$ cat config.mk
export PLATFORM = sky130hd
export DESIGN_NAME = burst_colgen
export DESIGN_NICKNAME = d
export VERILOG_FILES = /design/src/rtl/burst_colgen_pkg.sv /design/src/rtl/burst_colgen_ctrl.sv /design/src/rtl/burst_colgen_addr.sv /design/src/rtl/burst_colgen.sv
export SDC_FILE = /design/constraint.sdc
export NUM_CORES = 1
export LEC_CHECK = 0
export BUFFER_PORTS_ARGS = -buffer_cell sky130_fd_sc_hd__buf_2
export CAP_MARGIN = 30
export CELL_PAD_IN_SITES_DETAIL_PLACEMENT = 0
export CELL_PAD_IN_SITES_GLOBAL_PLACEMENT = 1
export CORE_MARGIN = 5
export CORE_UTILIZATION = 35
export CTS_BUF_LIST = sky130_fd_sc_hd__clkbuf_8
export DETAILED_ROUTE_END_ITERATION = 8
export PLACE_DENSITY = 0.66
export SYNTH_ARGS = -nofsm -noshare
export SYNTH_HDL_FRONTEND = slang
export SYNTH_HIERARCHICAL = 1
export SYNTH_SLANG_ARGS = --single-unit
$ cat constraint.sdc
create_clock -name clk -period 3.13 [get_ports clk]
set_input_delay 0.1565 -clock clk [delete_from_list [all_inputs] [get_ports clk]]
set_output_delay 0.1565 -clock clk [all_outputs]
set_load 0.02 [all_outputs]
$ cat src/rtl/burst_colgen_pkg.sv
package burst_colgen_pkg;

  localparam int WIN_W = 3;

  typedef enum logic [1:0] {
    BL_1 = 2'd0,
    BL_2 = 2'd1,
    BL_4 = 2'd2,
    BL_8 = 2'd3
  } blen_e;

  function automatic logic [WIN_W-1:0] win_mask(input blen_e bl);
    case (bl)
      BL_1:    win_mask = 3'b000;
      BL_2:    win_mask = 3'b001;
      BL_4:    win_mask = 3'b011;
      default: win_mask = 3'b111;
    endcase
  endfunction

endpackage

$ cat src/rtl/burst_colgen_ctrl.sv
module burst_colgen_ctrl
  import burst_colgen_pkg::*;
#(
  parameter int COL_W = 10
) (
  input  logic             clk,
  input  logic             rst,
  input  logic             start_i,
  input  logic             intr_i,
  input  logic [COL_W-1:0] start_col_i,
  input  logic [1:0]       blen_i,
  input  logic             ilv_i,
  output logic             nxt_act,
  output logic             nxt_last,
  output logic [WIN_W-1:0] nxt_beat,
  output logic [WIN_W-1:0] nxt_mask,
  output logic [COL_W-1:0] nxt_base,
  output logic             nxt_ilv
);

  logic             act_q;
  logic [WIN_W-1:0] beat_q;
  logic [WIN_W-1:0] mask_q;
  logic [COL_W-1:0] base_q;
  logic             ilv_q;
  logic             on_last;
  logic             accept;

  assign on_last = act_q && (beat_q == mask_q);
  assign accept  = start_i && (!act_q || on_last || intr_i);

  always_comb begin
    nxt_act  = act_q;
    nxt_beat = beat_q;
    nxt_mask = mask_q;
    nxt_base = base_q;
    nxt_ilv  = ilv_q;
    if (accept) begin
      nxt_act  = 1'b1;
      nxt_beat = '0;
      nxt_mask = win_mask(blen_e'(blen_i));
      nxt_base = start_col_i;
      nxt_ilv  = ilv_i;
    end else if (intr_i || on_last || !act_q) begin
      nxt_act  = 1'b0;
      nxt_beat = '0;
    end else begin
      nxt_beat = beat_q + 1'b1;
    end
    nxt_last = nxt_act && (nxt_beat == nxt_mask);
  end

  always_ff @(posedge clk) begin
    if (rst) begin
      act_q  <= 1'b0;
      beat_q <= '0;
      mask_q <= '0;
      base_q <= '0;
      ilv_q  <= 1'b0;
    end else begin
      act_q  <= nxt_act;
      beat_q <= nxt_beat;
      mask_q <= nxt_mask;
      base_q <= nxt_base;
      ilv_q  <= nxt_ilv;
    end
  end

endmodule

$ cat src/rtl/burst_colgen_addr.sv
module burst_colgen_addr
  import burst_colgen_pkg::*;
#(
  parameter int COL_W = 10
) (
  input  logic [COL_W-1:0] base,
  input  logic [WIN_W-1:0] beat,
  input  logic [WIN_W-1:0] mask,
  input  logic             ilv,
  output logic [COL_W-1:0] col
);

  logic [WIN_W-1:0] seq_sum;
  assign seq_sum = base[WIN_W-1:0] + beat;

  for (genvar gi = 0; gi < COL_W; gi++) begin : g_bit
    if (gi < WIN_W) begin : g_win
      assign col[gi] = mask[gi] ? (ilv ? (base[gi] ^ beat[gi]) : seq_sum[gi])
                                : base[gi];
    end else begin : g_hi
      assign col[gi] = base[gi];
    end
  end

endmodule

$ cat src/rtl/burst_colgen.sv
module burst_colgen
  import burst_colgen_pkg::*;
#(
  parameter int COL_W = 10
) (
  input  logic             clk,
  input  logic             rst,
  input  logic             start_i,
  input  logic             intr_i,
  input  logic [COL_W-1:0] start_col_i,
  input  logic [1:0]       blen_i,
  input  logic             ilv_i,
  output logic [COL_W-1:0] col_o,
  output logic             beat_vld_o,
  output logic             beat_last_o
);

  logic             nxt_act;
  logic             nxt_last;
  logic [WIN_W-1:0] nxt_beat;
  logic [WIN_W-1:0] nxt_mask;
  logic [COL_W-1:0] nxt_base;
  logic             nxt_ilv;
  logic [COL_W-1:0] nxt_col;

  burst_colgen_ctrl #(.COL_W(COL_W)) u_ctrl (
    .clk        (clk),
    .rst        (rst),
    .start_i    (start_i),
    .intr_i     (intr_i),
    .start_col_i(start_col_i),
    .blen_i     (blen_i),
    .ilv_i      (ilv_i),
    .nxt_act    (nxt_act),
    .nxt_last   (nxt_last),
    .nxt_beat   (nxt_beat),
    .nxt_mask   (nxt_mask),
    .nxt_base   (nxt_base),
    .nxt_ilv    (nxt_ilv)
  );

  burst_colgen_addr #(.COL_W(COL_W)) u_addr (
    .base(nxt_base),
    .beat(nxt_beat),
    .mask(nxt_mask),
    .ilv (nxt_ilv),
    .col (nxt_col)
  );

  always_ff @(posedge clk) begin
    if (rst) begin
      beat_vld_o  <= 1'b0;
      beat_last_o <= 1'b0;
      col_o       <= '0;
    end else begin
      beat_vld_o  <= nxt_act;
      beat_last_o <= nxt_last;
      col_o       <= nxt_act ? nxt_col : '0;
    end
  end

endmodule

==> metrics.txt <==
commonest cells after routing, fill and taps aside=30 x dfxtp_1, 28 x buf_2, 14 x nand2_1; CP arrival=2.77 ns; share of cells above drive strength 1=0.3621; cts bufs inserted=5; largest family of logic cells by synthesized area=simple AND/OR/NAND/NOR gates; CP cell instances=xor2_1, o31ai_4, nand3_1, nand2_1, ha_1, inv_1, fa_1, o21a_1, o21ai_1, xnor2_1, and3b_1; post-synthesis mux area share=0.01427; grt ovf=0; Post-synth EDFFs=0; Worst Setup Slack, final=0.5304 ns; synthesis-to-finish area growth=11.42%; post-route ant nets=0; overall global routing resource usage=0.1252; drt pass-1 iters=4; H-tree Lvls=2; initial antenna violation count=0; largest net degree at the start of global routing=31; Clk pwr share=0.355; FF+latch count, synth=30; WP data required=3.30 ns; leak pwr=0.0007760 µW; die height=75.25 µm; clk_lat worst skew=0.27 ns; routed length on met1=1.489 mm; CTS root buffer=clkbuf_8; Synth Area in Simple Gates=0.2124; Worst-path clk slew=0.06 ns; # port buffers=28; period utilization=0.8305; Ys Warns=6; worst-case clock buffer depth=2; effective utilization at floorplan=0.3673; top cell family by delay on the critical path=compound AO/OA/AOI/OAI gates; Async SR Flop Fraction=0; CORE AREA=4058 µm²; Worst Max-Slew Pin Slew=0.6335 ns; Worst Hold Launch=start_col_i[2]; Vias=1097; Worst Clk Skew=0.007403 ns; Cell variety after synth=34; GPL Wtd Cong=0.7540; final WL=3.128 mm; fillers=428; drc violations=0; switching power=219.1 µW; wire per inst=13.96 µm; IO Pins=29; kind of critical path=flip-flop to flip-flop; register area share after synthesis=0.4030; post-synth top area share=0.4030; Final Max Slew Viols=0; Synth Instances=153; status=finished clean; Post-Syn Area=1490 µm²; Routed met2 length=1.399 mm; floorplan row count=23; ranking of synthesized cells by area=dfxtp_1 40%, a21oi_2 5.9%, and3b_1 5.9%; crit path launch=u_ctrl/mask_q[2]; Max Cap Viol=0; Avg Vias per Cell=4.897; width of the die=75.25 µm; Net Sw Frac=0.2692; fin crit period=2.600 ns; Mean Syn Cell Area=9.740 µm²; leading area contributor after synthesis=dfxtp_1; # nets final=195; highest metal used=met4; DP Wirelength=2.229 mm; total setup buffers inserted after CTS=0; first-pass GRT wire length=5.375 mm; met3 WL=215 µm; CP Capture Type=flip-flop; CTS tree=built; Inserted Diodes=0; maximum clock rate=0.3847 GHz; syn nets=174; vias in the first global route=1155; Hold-fix buffers, CTS=0; Synth Area in Adders=0.03862; final hold vios=0; Startpoint Class=flip-flop; drt first-iter violations=77; CP max stage delay=0.49 ns; internal power=594.7 µW; setup TNS=0 ns; Hold Path Class=input port to flip-flop; PwrDens=490.1 nW/µm²; Main synth FF type=dfxtp_1; combinational power share=0.144; Rel. slew slack=0.5776; Peak VDD IR=0.2253 mV; XOR/XNOR Fraction of Synth Area=0.04114; die area=5663 µm²; Buf/Inv on CP=1; commonest non-fill, non-tap cell in the layout=dfxtp_1; clock sink count=30; sequential share of power=0.501; unrepaired setup endpoints after global routing=false; Max stage delay cell, worst path=o31ai_4; setup violators final=0; crit-path max FO=8; worst reg2reg path startpoint=u_ctrl/mask_q[2]; post-synthesis compound-gate area fraction=0.1931; post-cts repair resize count=0; DP Worst Slack=0.5220 ns
kinds of logic after synthesis:
family          Yosys count
simple gates             54
compound gates           35
flops                    30
xor+xnor                  7
fa+ha+maj                 4
buf+inv                  21
mux                       2
path summary, 6_finish.rpt:
kind	to	slack, ns	cells after the start
max reg2reg	col_o[2]	0.53	11
max	col_o[2]	0.53	11
min	u_ctrl/base_q[2]	0.15	3
min reg2reg	u_ctrl/base_q[3]	0.47	2
per-layer routing:
layer,global-route usage,up-vias
met3,0.04272,5
met2,0.1896,28
met4,0.03883,0
li1,-,561
met1,0.1686,503
met5,0,-
cell usage after synthesis, types with 2 or more instances:
| master | instances |
|---|---|
| a21oi_2 | 10 |
| nor2b_1 | 3 |
| nand3_2 | 2 |
| xor2_1 | 3 |
| nand3_1 | 10 |
| and3b_1 | 10 |
| o21ai_0 | 3 |
| nor2_1 | 6 |
| nor3_1 | 5 |
| o21ai_2 | 10 |
| and3_1 | 2 |
| xnor2_1 | 4 |
| a21oi_1 | 6 |
| clkbuf_1 | 2 |
| nand2_1 | 14 |
| ha_1 | 3 |
| buf_6 | 2 |
| dfxtp_1 | 30 |
| inv_1 | 5 |
| buf_4 | 9 |
power groups by stage:
stage	Sequential (µW)	Combinational (µW)	Clock, µW
2_1_floorplan	425	87.9	0
3_3_place_gp	416	116	0
3_5_place_dp	416	118	0
4_1_cts	408	119	297
5_1_grt	410	131	312
6_report	408	117	289
worst min-delay path: cells and delay by family:
kind / cells / cell delay, ns
AOI/OAI and AO/OA: 1 / 0.05
and+or+nand+nor: 1 / 0.07
buffers and inverters: 1 / 0.10
through the flow:
stage | util | cells | hold WS (ns) | total power, µW | cell area, µm²
2_1_floorplan | - | 153 | 0.3145 | 512.7 | 1490
3_3_place_gp | 0.3898 | 217 | 0.4362 | 532.6 | 1582
3_5_place_dp | 0.3898 | 217 | 0.4392 | 534.7 | 1582
4_1_cts | 0.4092 | 224 | 0.1433 | 823.4 | 1660
5_1_grt | 0.4092 | 224 | 0.1535 | 853.4 | 1660
6_report | 0.4092 | 224 | 0.1488 | 813.8 | 1660
flip-flops by register name (all words and copies together) (netlist names):
name           flops
col_o             10
u_ctrl/base_q     10
u_ctrl/beat_q      3
u_ctrl/mask_q      3
beat_last_o        1
beat_vld_o         1
u_ctrl/act_q       1
u_ctrl/ilv_q       1
area by class of cell:
cell class | instances | area, µm² | share of cell area
Clock buffer | 5 | 68.82 | 0.04145
Inverter | 5 | 18.77 | 0.01130
Timing Repair Buffer | 30 | 155.1 | 0.09344
Clock inverter | 2 | 10.01 | 0.006029
Multi-Input combinational cell | 102 | 744.5 | 0.4484
Tap cell | 50 | 62.56 | 0.03768
Sequential cell | 30 | 600.6 | 0.3617
(Power assumes the default switching activity.)
